File: src/rtl/usb_ep_pkg.sv
package usb_ep_pkg;
  typedef enum logic [1:0] {
    HS_ACK   = 2'b00,
    HS_NAK   = 2'b01,
    HS_STALL = 2'b10,
    HS_DATA  = 2'b11
  } hs_e;

  localparam int unsigned NFLAG     = 5;
  localparam int unsigned F_SETUP   = 0;
  localparam int unsigned F_OUT     = 1;
  localparam int unsigned F_INRDY   = 2;
  localparam int unsigned F_NAKIN   = 3;
  localparam int unsigned F_STALLED = 4;
  localparam logic [NFLAG-1:0] FLAG_RST = NFLAG'(1) << F_INRDY;
endpackage

File: src/rtl/usb_ep_hs_arb.sv
module usb_ep_hs_arb
  import usb_ep_pkg::*;
(
  input  logic             setup_i,
  input  logic             out_i,
  input  logic             in_i,
  input  logic             retry_i,
  input  logic             stall_req_i,
  input  logic [NFLAG-1:0] flags_i,
  output logic             hs_valid_o,
  output hs_e              hs_o,
  output logic [NFLAG-1:0] set_o
);
  logic out_busy;
  assign out_busy = flags_i[F_SETUP] | flags_i[F_OUT];

  always_comb begin
    hs_valid_o = setup_i | out_i | in_i;
    hs_o       = HS_ACK;
    set_o      = '0;
    if (setup_i) begin
      hs_o           = HS_ACK;
      set_o[F_SETUP] = 1'b1;
    end else if (out_i || in_i) begin
      if (retry_i) begin
        hs_o = HS_NAK;
        if (!out_i) set_o[F_NAKIN] = 1'b1;
      end else if (stall_req_i) begin
        hs_o             = HS_STALL;
        set_o[F_STALLED] = 1'b1;
      end else if (out_i) begin
        if (out_busy) begin
          hs_o = HS_NAK;
        end else begin
          hs_o         = HS_ACK;
          set_o[F_OUT] = 1'b1;
        end
      end else if (flags_i[F_INRDY]) begin
        hs_o           = HS_NAK;
        set_o[F_NAKIN] = 1'b1;
      end else begin
        hs_o           = HS_DATA;
        set_o[F_INRDY] = 1'b1;
      end
    end
  end
endmodule

File: src/rtl/usb_ep_flag_bank.sv
module usb_ep_flag_bank
  import usb_ep_pkg::*;
(
  input  logic             clk_i,
  input  logic             rst_ni,
  input  logic [NFLAG-1:0] set_i,
  input  logic [NFLAG-1:0] clr_i,
  input  logic [NFLAG-1:0] wipe_i,
  output logic [NFLAG-1:0] q_o
);
  for (genvar g = 0; g < NFLAG; g++) begin : g_flag
    always_ff @(posedge clk_i or negedge rst_ni) begin
      if (!rst_ni)                   q_o[g] <= FLAG_RST[g];
      else if (set_i[g])             q_o[g] <= 1'b1;
      else if (clr_i[g] | wipe_i[g]) q_o[g] <= 1'b0;
    end

    // set beats a same-cycle clear
    assert_set_wins_R7: assert property (@(posedge clk_i) disable iff (!rst_ni)
      set_i[g] |=> q_o[g]);
  end
endmodule

File: src/rtl/usb_ctrl_ep_hs.sv
module usb_ctrl_ep_hs
  import usb_ep_pkg::*;
(
  input  logic             clk_i,
  input  logic             rst_ni,
  input  logic             setup_rx_i,
  input  logic             out_rx_i,
  input  logic             in_tok_i,
  input  logic             retry_i,
  input  logic             stall_set_i,
  input  logic             stall_clr_i,
  input  logic [NFLAG-1:0] flag_clr_i,
  input  logic [NFLAG-1:0] irq_en_i,
  output logic             hs_valid_o,
  output logic [1:0]       hs_o,
  output logic [NFLAG-1:0] flags_o,
  output logic             stall_req_o,
  output logic             fifo_ctrl_o,
  output logic             rw_allowed_o,
  output logic             irq_o
);
  hs_e              hs;
  logic [NFLAG-1:0] flag_set;
  logic [NFLAG-1:0] flag_wipe;
  logic             stall_req_q;

  usb_ep_hs_arb u_arb (
    .setup_i     (setup_rx_i),
    .out_i       (out_rx_i),
    .in_i        (in_tok_i),
    .retry_i     (retry_i),
    .stall_req_i (stall_req_q),
    .flags_i     (flags_o),
    .hs_valid_o  (hs_valid_o),
    .hs_o        (hs),
    .set_o       (flag_set)
  );

  always_comb begin
    flag_wipe            = '0;
    flag_wipe[F_STALLED] = setup_rx_i;
  end

  usb_ep_flag_bank u_flags (
    .clk_i  (clk_i),
    .rst_ni (rst_ni),
    .set_i  (flag_set),
    .clr_i  (flag_clr_i),
    .wipe_i (flag_wipe),
    .q_o    (flags_o)
  );

  // SETUP cancels the request ahead of any firmware write
  always_ff @(posedge clk_i or negedge rst_ni) begin
    if (!rst_ni)          stall_req_q <= 1'b0;
    else if (setup_rx_i)  stall_req_q <= 1'b0;
    else if (stall_set_i) stall_req_q <= 1'b1;
    else if (stall_clr_i) stall_req_q <= 1'b0;
  end

  assign hs_o         = hs;
  assign stall_req_o  = stall_req_q;
  assign fifo_ctrl_o  = 1'b0;
  assign rw_allowed_o = 1'b0;
  assign irq_o        = |(flags_o & irq_en_i);

  assert_setup_ack_R1: assert property (@(posedge clk_i) disable iff (!rst_ni)
    setup_rx_i |-> hs_valid_o && hs_o == 2'b00);

  assert_setup_clears_R2: assert property (@(posedge clk_i) disable iff (!rst_ni)
    setup_rx_i |=> flags_o[F_SETUP] && !stall_req_o && !flags_o[F_STALLED]);

  assert_setup_keeps_out_R2: assert property (@(posedge clk_i) disable iff (!rst_ni)
    setup_rx_i && !flag_clr_i[F_OUT] |=> flags_o[F_OUT] == $past(flags_o[F_OUT]));

  assert_retry_no_stall_R3: assert property (@(posedge clk_i) disable iff (!rst_ni)
    (out_rx_i || in_tok_i) && !setup_rx_i && retry_i |-> hs_o == 2'b01);

  assert_stall_flag_R4: assert property (@(posedge clk_i) disable iff (!rst_ni)
    hs_valid_o && hs_o == 2'b10 |=> flags_o[F_STALLED]);

  assert_busy_nak_R5: assert property (@(posedge clk_i) disable iff (!rst_ni)
    out_rx_i && !setup_rx_i && (flags_o[F_SETUP] || flags_o[F_OUT]) |-> hs_o != 2'b00);

  assert_irq_src_R8: assert property (@(posedge clk_i) disable iff (!rst_ni)
    irq_o |-> |flags_o);
endmodule

File: config.mk
export PLATFORM = sky130hd
export DESIGN_NAME = usb_ctrl_ep_hs
export DESIGN_NICKNAME = d
export VERILOG_FILES = /design/src/rtl/usb_ep_pkg.sv /design/src/rtl/usb_ep_hs_arb.sv /design/src/rtl/usb_ep_flag_bank.sv /design/src/rtl/usb_ctrl_ep_hs.sv
export SDC_FILE = /design/constraint.sdc
export NUM_CORES = 1
export LEC_CHECK = 0
export ABC_CLOCK_PERIOD_IN_PS = 2700
export BUFFER_PORTS_ARGS = -buffer_cell sky130_fd_sc_hd__buf_2
export CAP_MARGIN = 20
export CORE_AREA = 2 2 39 41
export DETAILED_ROUTE_END_ITERATION = 12
export DIE_AREA = 0 0 41 43
export GPL_ROUTABILITY_DRIVEN = 0
export PLACE_DENSITY_LB_ADDON = 0.3
export RECOVER_POWER = 50
export SLEW_MARGIN = 20
export SYNTH_ARGS = -nofsm -noshare
export SYNTH_HDL_FRONTEND = slang
export SYNTH_HIERARCHICAL = 1
export SYNTH_SLANG_ARGS = --single-unit
export TNS_END_PERCENT = 10
File: constraint.sdc
create_clock -name clk_i -period 2.7 [get_ports clk_i]
set_clock_uncertainty 0.05 [all_clocks]
set_input_delay 0 -clock clk_i [delete_from_list [all_inputs] [get_ports clk_i]]
set_output_delay 0 -clock clk_i [all_outputs]
set_load 0.005 [all_outputs]
==> results.yml <==
run_status:
  status: "complete, no violations"
sta:
  drv_slew: 0
  fmax_ghz: 0.746
  setup_viol: 0
  min_period_ns: 1.34
  finalCritPeriodShare_pct: 49.6
  rsz0062_at_grt: "false"
  hold_violations: 0
  setup_tns_ns: 0
finish:
  final_common_cell: "buf_2"
  syn2layout_area_growth_pct: 61.3
  drive_above_1_share_pct: 40.2
  final_cell_mix: "buf_2, nor2_1, dlygate4sd3_1"
  final_util_pct: 46.4
  fin_area_sq_um: 642
  diodes: 0
  nets: 101
  stdcell_count: 98
clock_tree:
  clk_pin_slew_ns: 0.05
  cts_resized: 0
  root_buffer: "clkbuf_4"
  cts_buffer_depth: 2
  holdBufCountCts: 7
  htree_levels: 1
  cts_buffers: 3
  cts_tree: "yes"
  insertion_delay_ns: 0.25
  cts_setup_buffers: 0
  clock-sinks: 6
critical_path:
  startpoint_type: "flip-flop"
  cp-end-kind: "flip-flop"
  critPathKind: "reg2reg"
  cp.arrival_ns: 1.42
  critPathMaxFanout: 5
  crit_chain: "a21o_1, dlygate4sd3_1"
  worst_ep_required_time_ns: 2.78
  worst-r2r-cell-count: 2
  slowest_delay_ns: 0.55
  slowest_stage: "dlygate4sd3_1"
drt:
  dr.first_iter.drc_count: 12
  vias_per_cell: 4.39
  drt-total-wl_um: 980
  postRouteAntennaNets: 0
  num_vias: 430
  drc: 0
  wire_per_inst_um: 10.0
  first_pass_iters: 4
power:
  p_seq_share_pct: 41.1
  p_leak_uw: 0.000374
  p_switching_uw: 63.2
  pwr-share-comb_pct: 22.0
  intPower_uw: 182
  ir_drop_v: 0.000230
  clock_power_share_pct: 36.9
  powerDensity_mw_per_mm2: 382
  finalPower_uw: 245
  switching_share_pct: 25.8
placement:
  place_area_sq_um: 549
  dp_hpwl_um: 772
  port_buffers: 27
  dpl.cell_count: 87
yosys:
  ys_types: 19
  ys_seq_area_share_pct: 38.1
  synth_area_sq_um: 398
  avgSynthCellArea_sq_um: 9.47
  ys_seq_elements: 6
  yosys_warnings: 6
  synth_top_area_cell: "dfrtp_1"
  synthTopCellsByArea: "dfrtp_1, a21o_1, nor2_1"
  synth_top_area_share_pct: 31.4
  netlist_instances: 42
grt:
  grt_pass1_wl_um: 1610
  grt_overflow: 0
  antenna_found_initial: 0
  grt_pass1_vias: 393
  grt_usage_pct: 13.4
  grt_max_degree: 9
floorplanning:
  core_area_sq_mm: 0.00138
  fp.dieW_um: 41
  dieHeight_um: 43
  start_util_pct: 28.8
  std_cell_rows: 14
  ios: 30
  die_area_sq_mm: 0.00176
min_path:
  hp-class: "in2reg"
  holdPathStages: 3
run:
  max_cap_violations: 0
-- per-stage QoR --
stage                     worst slack [ns]  hold slack (ns)
after floorplan                       1.53           -0.346
after global placement                1.51           -0.216
after detailed placement              1.49           -0.217
after CTS                             1.36          0.00718
after global routing                  1.26          0.00719
final                                 1.36           0.0130
-- critical path, delay by kind of cell (launching register included) --
kind	cells	cell delay [ns]
flops	1	0.45
compound gates	1	0.18
buf+inv	1	0.55
-- synth_stat cells --
cell and count:
inv_1 3, a2111oi_2 2, dfstp_2 1, nor3_1 1
a21oi_1 1, buf_4 3, nand2b_1 2, nand2_1 1
dfrtp_1 5, a21o_1 5, nor2_1 9, nor4b_4 1
o221a_2 1, or3_1 1, conb_1 1, a222oi_1 1
and3_1 2, and3b_2 1, a22oi_1 1
-- flip-flops by register name, indices dropped and copies added (netlist names) --
register / count
u_flags/q_o: 5
stall_req_o: 1
-- area by class of cell --
type / instances / area, sq um
fill: 147 / 742
multi-input combinational: 35 / 231
timing repair buffer: 34 / 201
sequential: 6 / 151
clock buffer: 4 / 26.3
tap: 16 / 20.0
inverter: 3 / 11.3
-- cell families after synthesis --
family	count (synthesis)	synth area share (%)
other	1	0.942
buffers and inverters	6	8.49
and+or+nand+nor	18	27.0
DFF	6	38.1
AOI/OAI and AO/OA	11	25.5
-- path summary, 6_finish.rpt --
check	to	from	slack [ns]
worst max register to register	u_flags/q_o[0]	u_flags/q_o[0]	1.36
worst min register to register	u_flags/q_o[3]	u_flags/q_o[3]	0.47
min in group asynchronous	u_flags/q_o[3]	rst_ni	0.12
max in group asynchronous	u_flags/q_o[2]	rst_ni	2.19
worst min-delay path	u_flags/q_o[3]	flag_clr_i[3]	0.01
worst max-delay path	u_flags/q_o[0]	u_flags/q_o[0]	1.36
-- routing by layer --
metal / vias to the layer above / GRT usage [%] / part of all wire [%]
met2: 22 / 17.2 / 45
met5: - / 0 / 0
met1: 185 / 19.5 / 45
met3: 0 / 1.57 / 11
met4: 0 / 10.0 / 0
li1: 223 / - / -
-- power by group through the flow --
stage	logic (uW)	registers [uW]	clock network (uW)
after global placement	47.1	102	0
after CTS	55.0	101	95.2
final	53.9	101	90.6
after detailed placement	46.9	102	0
after floorplan	22.2	101	0
after global routing	61.4	101	104
(Power assumes the default switching activity.)
